<file path="src/rtl/pwr_rst_pkg.sv">
package pwr_rst_pkg;

    localparam int DW   = 8;
    localparam int AW   = 2;
    localparam int NLVL = 3;

    localparam int LVL_BOR = 0;
    localparam int LVL_POR = 1;
    localparam int LVL_PUC = 2;

    localparam logic [AW-1:0] A_CTRL  = 2'd0;
    localparam logic [AW-1:0] A_FLAG  = 2'd1;
    localparam logic [AW-1:0] A_CAUSE = 2'd2;

    localparam int CTRL_SWB = 0;
    localparam int CTRL_SWP = 1;
    localparam int CTRL_HEN = 4;
    localparam int CTRL_LEN = 5;

    localparam int FLAG_B = 0;
    localparam int FLAG_P = 1;

    localparam logic [DW-1:0] CODE_NONE = 8'h00;
    localparam logic [DW-1:0] CODE_BOR  = 8'h02;
    localparam logic [DW-1:0] CODE_POR  = 8'h04;

    typedef struct packed {
        logic sw_bor;
        logic sw_por;
        logic hi_en;
        logic lo_en;
        logic bor_flg;
        logic por_flg;
    } regs_t;

endpackage

</file>
<file path="src/rtl/rst_stretch.sv">
module rst_stretch #(
    parameter int HOLD = 8
) (
    input  logic clk,
    input  logic arst_n,
    input  logic cause,
    input  logic upper,
    output logic act
);
    localparam int CW = $clog2(HOLD + 1);

    typedef struct packed {
        logic          act;
        logic [CW-1:0] cnt;
    } st_t;

    st_t s_d, s_q;

    always_comb begin
        s_d = s_q;
        if (cause) begin
            s_d.cnt = CW'(HOLD);
        end else if (s_q.cnt != '0) begin
            s_d.cnt = s_q.cnt - 1'b1;
        end
        s_d.act = cause | upper | (s_q.cnt > CW'(1));
    end

    always_ff @(posedge clk or negedge arst_n) begin
        if (!arst_n) begin
            s_q.act <= 1'b1;
            s_q.cnt <= CW'(HOLD);
        end else begin
            s_q <= s_d;
        end
    end

    assign act = s_q.act;

    // a sampled cause holds the level in the following cycle
    p_cause_holds_r2: assert property (@(posedge clk) disable iff (!arst_n)
        cause |=> act);

    // the enclosing level drags this one along
    p_upper_drags_r6: assert property (@(posedge clk) disable iff (!arst_n)
        upper |=> act);

    // release only after neither input was present in the prior cycle
    p_release_clean_r7: assert property (@(posedge clk) disable iff (!arst_n)
        $fell(act) |-> ($past(!cause) && $past(!upper)));

endmodule

</file>
<file path="src/rtl/rst_regs.sv">
module rst_regs
    import pwr_rst_pkg::*;
(
    input  logic          clk,
    input  logic          arst_n,
    input  logic          bus_wr,
    input  logic          bus_rd,
    input  logic [AW-1:0] bus_addr,
    input  logic [DW-1:0] bus_wdata,
    output logic [DW-1:0] bus_rdata,
    input  logic          bor_evt,
    output logic          sw_bor,
    output logic          sw_por,
    output logic          hi_en,
    output logic          lo_en
);
    regs_t r_d, r_q;
    logic  wr_ctrl, wr_flag, rd_cause, pick_bor, pick_por;
    logic  wdata_unused;

    assign wdata_unused = ^{bus_wdata[7:6], bus_wdata[3:2]};

    always_comb begin
        wr_ctrl  = bus_wr && (bus_addr == A_CTRL);
        wr_flag  = bus_wr && (bus_addr == A_FLAG);
        rd_cause = bus_rd && (bus_addr == A_CAUSE);
        pick_bor = rd_cause && r_q.bor_flg;
        pick_por = rd_cause && !r_q.bor_flg && r_q.por_flg;

        r_d        = r_q;
        r_d.sw_bor = wr_ctrl && bus_wdata[CTRL_SWB];
        r_d.sw_por = wr_ctrl && bus_wdata[CTRL_SWP];
        if (wr_ctrl) begin
            r_d.hi_en = bus_wdata[CTRL_HEN];
            r_d.lo_en = bus_wdata[CTRL_LEN];
        end

        if ((wr_flag && bus_wdata[FLAG_B]) || pick_bor) r_d.bor_flg = 1'b0;
        if (bor_evt)                                    r_d.bor_flg = 1'b1;

        if ((wr_flag && bus_wdata[FLAG_P]) || pick_por) r_d.por_flg = 1'b0;
        if (r_q.sw_por)                                 r_d.por_flg = 1'b1;
    end

    always_comb begin
        bus_rdata = '0;
        case (bus_addr)
            A_CTRL: begin
                bus_rdata[CTRL_HEN] = r_q.hi_en;
                bus_rdata[CTRL_LEN] = r_q.lo_en;
            end
            A_FLAG: begin
                bus_rdata[FLAG_B] = r_q.bor_flg;
                bus_rdata[FLAG_P] = r_q.por_flg;
            end
            A_CAUSE: begin
                if (r_q.bor_flg)      bus_rdata = CODE_BOR;
                else if (r_q.por_flg) bus_rdata = CODE_POR;
                else                  bus_rdata = CODE_NONE;
            end
            default: bus_rdata = '0;
        endcase
    end

    always_ff @(posedge clk or negedge arst_n) begin
        if (!arst_n) begin
            r_q.sw_bor  <= 1'b0;
            r_q.sw_por  <= 1'b0;
            r_q.hi_en   <= 1'b1;
            r_q.lo_en   <= 1'b1;
            r_q.bor_flg <= 1'b0;
            r_q.por_flg <= 1'b0;
        end else begin
            r_q <= r_d;
        end
    end

    assign sw_bor = r_q.sw_bor;
    assign sw_por = r_q.sw_por;
    assign hi_en  = r_q.hi_en;
    assign lo_en  = r_q.lo_en;

    // a cause read removes the reported brownout flag
    p_cause_clears_bor_r10: assert property (@(posedge clk) disable iff (!arst_n)
        (rd_cause && r_q.bor_flg && !bor_evt) |=> !r_q.bor_flg);

    // the lower-priority flag survives that read
    p_cause_keeps_por_r10: assert property (@(posedge clk) disable iff (!arst_n)
        (rd_cause && r_q.bor_flg && r_q.por_flg && !bus_wr) |=> r_q.por_flg);

    // an event in the same cycle as any clear leaves the flag set
    p_set_wins_r12: assert property (@(posedge clk) disable iff (!arst_n)
        bor_evt |=> r_q.bor_flg);

    // a software power-on trigger records its flag
    p_por_flag_r4: assert property (@(posedge clk) disable iff (!arst_n)
        r_q.sw_por |=> r_q.por_flg);

endmodule

</file>
<file path="src/rtl/pwr_rst_ctrl.sv">
module pwr_rst_ctrl
    import pwr_rst_pkg::*;
#(
    parameter int HOLD_CYCLES = 8
) (
    input  logic          clk,
    input  logic          arst_n,
    input  logic          svs_hi_ok,
    input  logic          svs_lo_ok,
    input  logic          bod_trip,
    input  logic          bus_wr,
    input  logic          bus_rd,
    input  logic [AW-1:0] bus_addr,
    input  logic [DW-1:0] bus_wdata,
    output logic [DW-1:0] bus_rdata,
    output logic          rst_bor,
    output logic          rst_por,
    output logic          rst_puc,
    output logic          ext_rst_n
);
    logic            sw_bor, sw_por, hi_en, lo_en;
    logic            bor_cause;
    logic [NLVL-1:0] lvl_cause, lvl_up, lvl_act;

    rst_regs u_regs (
        .clk       (clk),
        .arst_n    (arst_n),
        .bus_wr    (bus_wr),
        .bus_rd    (bus_rd),
        .bus_addr  (bus_addr),
        .bus_wdata (bus_wdata),
        .bus_rdata (bus_rdata),
        .bor_evt   (bor_cause),
        .sw_bor    (sw_bor),
        .sw_por    (sw_por),
        .hi_en     (hi_en),
        .lo_en     (lo_en)
    );

    always_comb begin
        bor_cause = bod_trip
                  | (hi_en & ~svs_hi_ok)
                  | (lo_en & ~svs_lo_ok)
                  | sw_bor;
        lvl_cause          = '0;
        lvl_cause[LVL_BOR] = bor_cause;
        lvl_cause[LVL_POR] = sw_por;
    end

    for (genvar g = 0; g < NLVL; g++) begin : g_lvl
        if (g == 0) begin : g_top
            assign lvl_up[g] = 1'b0;
        end else begin : g_inner
            assign lvl_up[g] = lvl_act[g-1];
        end
        rst_stretch #(.HOLD(HOLD_CYCLES)) u_stretch (
            .clk    (clk),
            .arst_n (arst_n),
            .cause  (lvl_cause[g]),
            .upper  (lvl_up[g]),
            .act    (lvl_act[g])
        );
    end

    assign rst_bor   = lvl_act[LVL_BOR];
    assign rst_por   = lvl_act[LVL_POR];
    assign rst_puc   = lvl_act[LVL_PUC];
    assign ext_rst_n = ~lvl_act[LVL_BOR];

    // cascade from brownout into power-on
    p_por_follows_r6: assert property (@(posedge clk) disable iff (!arst_n)
        rst_bor |=> rst_por);

    // cascade from power-on into power-up clear
    p_puc_follows_r6: assert property (@(posedge clk) disable iff (!arst_n)
        rst_por |=> rst_puc);

    // power-on leaves reset only once brownout is already out
    p_order_por_r7: assert property (@(posedge clk) disable iff (!arst_n)
        $fell(rst_por) |-> !rst_bor);

    // power-up clear leaves reset only once power-on is already out
    p_order_puc_r7: assert property (@(posedge clk) disable iff (!arst_n)
        $fell(rst_puc) |-> !rst_por);

    // a brownout cause pulls the pin low in the next cycle
    p_pin_low_r8: assert property (@(posedge clk) disable iff (!arst_n)
        bor_cause |=> !ext_rst_n);

endmodule

</file>
<file path="config.mk">
export PLATFORM = sky130hd
export DESIGN_NAME = pwr_rst_ctrl
export DESIGN_NICKNAME = d
export VERILOG_FILES = /design/src/rtl/pwr_rst_pkg.sv /design/src/rtl/rst_stretch.sv /design/src/rtl/rst_regs.sv /design/src/rtl/pwr_rst_ctrl.sv
export SDC_FILE = /design/constraint.sdc
export NUM_CORES = 1
export LEC_CHECK = 0
export ABC_AREA = 0
export BUFFER_PORTS_ARGS = -buffer_cell sky130_fd_sc_hd__buf_2
export CORE_MARGIN = 1.5
export CORE_UTILIZATION = 55
export CTS_CLUSTER_DIAMETER = 40
export DETAILED_ROUTE_END_ITERATION = 8
export GPL_TIMING_DRIVEN = 0
export PLACE_DENSITY = 0.83
export SETUP_SLACK_MARGIN = 0.05
export SKIP_LAST_GASP = 1
export SYNTH_ARGS = -nofsm -noshare
export SYNTH_HDL_FRONTEND = slang
export SYNTH_SLANG_ARGS = --single-unit
</file>
<file path="constraint.sdc">
create_clock -name clk -period 3.14 [get_ports clk]
set_clock_uncertainty 0.05 [all_clocks]
set_input_delay 0.628 -clock clk [delete_from_list [all_inputs] [get_ports clk]]
set_output_delay 0.628 -clock clk [all_outputs]
set_load 0.02 [all_outputs]
</file>
Word-level counts from Yosys, hierarchy flattened
Cells that the tools add are included.
W data, S select, Z words.
{ "op_classes": {"n_reduce_logical": 21, "order_cmp": 3, "mux": 13, "add_sub_neg": 3, "n_eq_ne": 2, "n_bitwise": 12} }
{ "op_table": {"columns": ["operator", "count"], "rows": [
  ["$mux W4", 4],
  ["$gt A4 B1 Y1 const B", 3],
  ["$reduce_bool A4 Y1", 3],
  ["$sub A4 B1 Y4 const B", 3],
  ["$logic_and A1 B1 Y1", 10],
  ["$pmux W2 S2", 2],
  ["$reduce_bool A2 Y1", 4],
  ["$or A1 B1 Y1", 7],
  ["$mux W3", 2],
  ["$mux W1", 4],
  ["$not A1 Y1", 3],
  ["$and A1 B1 Y1", 2],
  ["$eq A2 B1 Y1 const B", 1],
  ["$eq A2 B2 Y1 const B", 1],
  ["$logic_not A2 Y1", 1],
  ["$logic_or A1 B1 Y1", 2],
  ["$mux W2", 1],
  ["$logic_not A1 Y1", 1]
]} }
{ "word_totals": {"out_inout_bits": 12, "regBits": 21, "in_bits": 17, "word_cells": 66} }

Longest topological paths before layout
{ "logic_depth": {"depth_word": 7, "ltp_mapped": 5, "ltp_nobuf": 5} }

By module
From an unflattened synthesis, not the netlist that was laid out.
{ "unflattened": {"cells_unflattened": 113, "hier_area_um2": 1203.7} }
{ "by_module_without_submodules": {"columns": ["module", "area_each_um2", "seq_area_each_um2", "instances", "cells_each"], "rows": [
  ["rst_stretch", 271.5, 127.6, 3, 25],
  ["rst_regs", 355.3, 152.6, 1, 32],
  ["pwr_rst_ctrl", 33.8, 0.0, 1, 6]
]} }

Worst setup path before layout
Ideal clock, no wire load.
{ "synth_timing": {"path_type": "input to output", "from": "input port bus_addr[0]", "to": "output port bus_rdata[1]", "stages": 3, "required_ps": 2462, "t_arrival_ps": 1265, "path_buffers": 0, "slack_ps": 1197, "cell_sequence": "inv_1 > ha_1 > nor2b_1"} }
{ "synth_between": {"elab_chain_len": 2, "elab_cells_between_ends": 3, "classes_between": "2 x eq/ne; 1 x mux"} }
{ "synth_lines": {"columns": ["element", "line_no", "text"], "rows": [
  ["start: declaration", "pwr_rst_ctrl.sv:13", "input logic [AW-1:0] bus_addr,"],
  ["$eq A2 B2 Y1 or $eq A2 B1 Y1 (tied branches)", "rst_regs.sv:47", "case (bus_addr)"],
  ["$pmux W2 S2 (*)", "rst_regs.sv:47", null],
  ["end: declaration", "pwr_rst_ctrl.sv:15", "output logic [DW-1:0] bus_rdata,"]
]} }
Every way passes the cells marked *; elsewhere a longest branch is shown, timed or not.

Worst setup path after layout
{ "layout_timing": {"from": "input port bus_addr[0]", "to": "output port bus_rdata[0]"} }
The elaborated chain is that of the path after synthesis.

==> impl_summary.log <==
[metrics] result of the run: finished clean
[metrics] number of vias per cell after detailed routing: 5.09
[metrics] antenna violations before repair: 0
[metrics] Hold Vio Cnt, Final: 0
[metrics] fraction of registers with async set/reset: 1.00
[metrics] row count: 16
[metrics] TritonCTS Sinks: 21
[metrics] unrepaired setup endpoints after global routing: no
[metrics] maximum number of pins on one net before global-route repair: 22
[metrics] crit path DAT: 1.41 ns
[metrics] critical path start-end classification: primary input to output port
[metrics] Adder-Cell Fraction of Synth Area: 0.100
[metrics] endpoint required time on the critical path: 2.46 ns
[metrics] total of warnings raised by yosys: 0
[metrics] basic-gate share of the synthesized area counting and, or, nand and nor cells: 0.198
[metrics] wirelength, routed: 1810 um
[metrics] syn avg cell area: 10.9 um2
[metrics] effective utilization at floorplan: 0.578
[metrics] summed negative setup slack over all endpoints: 0 ns
[metrics] Power per Cell Area: 568 nW/um2
[metrics] clock slew at the register clock pins of the worst setup and hold paths: 0.12 ns
[metrics] CP startpoint kind: primary input
[metrics] main combinational cell family by area after synthesis: simple AND/OR/NAND/NOR gates
[metrics] via count: 799
[metrics] first-pass GRT wire length: 2920 um
[metrics] master cell of the clock root buffer: clkbuf_4
[metrics] Reg2Reg Depth: 5
[metrics] cell area reported after detailed placement: 1270 um2
[metrics] share of the core filled with cells in the final layout: 0.668
[metrics] Gate Count Post-Synth: 103
[metrics] Syn Std Cell Area: 1120 um2
[metrics] number of library cell types mapped by synthesis: 34
[metrics] count of antenna diodes in the layout: 0
[metrics] area fraction of the dominant cell type after synthesis: 0.290
[metrics] most frequently used flop master after synthesis: dfrtp_1
[metrics] final RePlAce weighted congestion: 0.762
[metrics] cell-by-cell listing of the critical path: buf_2 > inv_1 > ha_1 > and3_1 > buf_2
[metrics] drt first pass iters: 5
[metrics] horizontal extent of the die: 48.2 um
[metrics] post-route cell area: 1300 um2
[metrics] number of H-tree branching levels: 1
[metrics] count of hold buffers inserted by post-cts repair: 0
[metrics] Iter 0 DRT Violations: 11
[metrics] vertical extent of the die: 48.2 um
[metrics] min-delay worst type: primary input to asynchronous set/reset pin
[metrics] Final nets: 157
[metrics] vias in the first global route: 735
[metrics] Max clock buf depth: 2
[metrics] top achievable clock speed: 479 MHz
[metrics] shortest clock period the worst path allows after layout: 2.09 ns
[metrics] setup ws final: 1.05 ns
[metrics] Crit path top cell by count: buf_2
[metrics] LEAKAGE: 0.664 nW
[metrics] die outline area: 2320 um2
[metrics] number of fill cells in the layout: 161
[metrics] gr ovfl total: 0
[metrics] number of resized instances in the post-cts repair step: 0
[metrics] capturing element type of the critical path: output port
[metrics] average wire per cell in the routed design: 11.5 um
[metrics] Post-Place Setup Slack: 1.04 ns
[metrics] number of storage elements in the synthesis netlist: 21
[metrics] fraction of layout cells with a size suffix above 1: 0.331
[metrics] Post-CTS Setup Inserts: 0
[metrics] sequential cell area fraction in the yosys report: 0.477
[metrics] synthesized-area fraction occupied by ao, oa, aoi and oai cells: 0.111
[metrics] max-capacitance violation count: 0
[metrics] parity-gate share of the synthesized area counting xor and xnor cells: 0.0234
[metrics] # IOs: 29
[metrics] portion of netlist area occupied by mux cells: 0.0290
[metrics] critical path peak fanout: 2
[metrics] Slowest cell on crit path: ha_1
[metrics] placed instance count: 153
[metrics] placed wire-length estimate after detailed placement: 1440 um
[metrics] final instance count without filler cells: 157
[metrics] cell family with the largest share of critical-path delay: buffers and inverters
[metrics] Sequential Area: 536 um2
[metrics] aggregate global-route resource usage: 0.183
[metrics] Final Max Tran Viols: 0
[metrics] most instantiated cells after synthesis: 13 x dfrtp_1, 11 x inv_1, 9 x ha_1
[metrics] area of the multi-input gates: 531 um2
[metrics] post-route ant nets: 0
[metrics] number of enable flip-flop cells after synthesis: 0
[metrics] total core area: 1940 um2
[metrics] clock latency reported for the late side of the worst-skew pair: 0.30 ns
[metrics] top post-synthesis cells by area: dfrtp_1 29%, dfstp_2 19%, ha_1 10%
[metrics] WP depth: 5
[metrics] number of setup violations in the final report: 0
[metrics] drc violations: 0
[metrics] Layout area overhead: 15.5%
[metrics] most area-hungry cell type in the Yosys netlist: dfrtp_1
[metrics] most used standard cell by instance count after synthesis: dfrtp_1
[metrics] total clock buffers created by CTS: 3
[metrics] IO buf count: 21
[metrics] clock tree from TritonCTS: yes
[metrics] maximum VDD drop: 0.351 mV
[metrics] share of the cycle needed by the critical path after routing: 0.665
[metrics] maximum cell stage delay along the critical path: 0.30 ns
[metrics] number of buffers and inverters on the critical path: 3
power breakdown:
group | total, mW | internal, mW | switching (mW)
registers | 0.379 | 0.331 | 0.0471
logic | 0.232 | 0.120 | 0.111
clock network | 0.126 | 0.0474 | 0.0789
per-layer routing:
| layer | wire (um) | GRT usage | share of wire |
|---|---|---|---|
| met5 | 0 | 0 | 0 |
| met4 | 12 | 0.0811 | 0.0066 |
| met3 | 39 | 0.0333 | 0.022 |
| met2 | 1010 | 0.316 | 0.56 |
| met1 | 742 | 0.222 | 0.41 |
worst reg2reg max path: cells and delay by family (launching register included):
family        cells  cell delay [ns]
xor+xnor          1             0.13
fa+ha+maj         1             0.23
buf+inv           1             0.10
flops             1             0.42
simple gates      2             0.57
cells by family after synthesis:
family	after synthesis
other cells	1
mux	3
xor+xnor	3
compound gates	15
flops	21
buf+inv	14
simple gates	37
fa+ha+maj	9
final timing paths:
check	startpoint	endpoint	slack [ns]
setup / recovery	bus_addr[0]	bus_rdata[0]	1.05
hold / removal	arst_n	g_lvl[0].u_stretch.s_q[2]$_DFFE_PN0P_	0.21
setup reg to reg	g_lvl[0].u_stretch.s_q[0]$_DFFE_PN0P_	g_lvl[0].u_stretch.s_q[0]$_DFFE_PN0P_	1.57
hold reg to reg	u_regs.sw_por$_DFF_PN0_	g_lvl[1].u_stretch.s_q[1]$_DFFE_PN0P_	0.49
max in group asynchronous	arst_n	u_regs.hi_en$_DFFE_PN1P_	2.49
min in group clk	u_regs.sw_por$_DFF_PN0_	g_lvl[1].u_stretch.s_q[1]$_DFFE_PN0P_	0.49
area by class of cell:
type	instances	area share
timing repair buffer	21	0.0811
clock inverter	1	0.00386
clock buffer	3	0.0174
buffer	3	0.0174
sequential	21	0.413
tap	27	0.0261
inverter	11	0.0319
multi-input combinational	70	0.409
through the flow:
step / hold WS (ns) / total power, mW
floorplan: 0.282 / 0.558
global placement: 0.473 / 0.599
detailed placement: 0.472 / 0.616
CTS: 0.212 / 0.745
global route: 0.238 / 0.790
finish: 0.207 / 0.736
cell usage in the layout (no fill, tap or decap), types with 4 or more instances in the layout:
| cell type | n |
|---|---|
| inv_1 | 11 |
| nor2_1 | 5 |
| buf_2 | 21 |
| nand2_1 | 5 |
| nand3_1 | 4 |
| dfrtp_1 | 13 |
| ha_1 | 9 |
| dfstp_2 | 8 |
flip-flops by register name, summed over array words and instances (netlist names):
register             cells
g_lvl.u_stretch.s_q     12
u_regs.r_q               2
u_regs.lo_en             1
u_regs.sw_bor            1
g_lvl.u_stretch.act      3
u_regs.sw_por            1
u_regs.hi_en             1
Note: power is estimated with default switching activity, not from simulation.
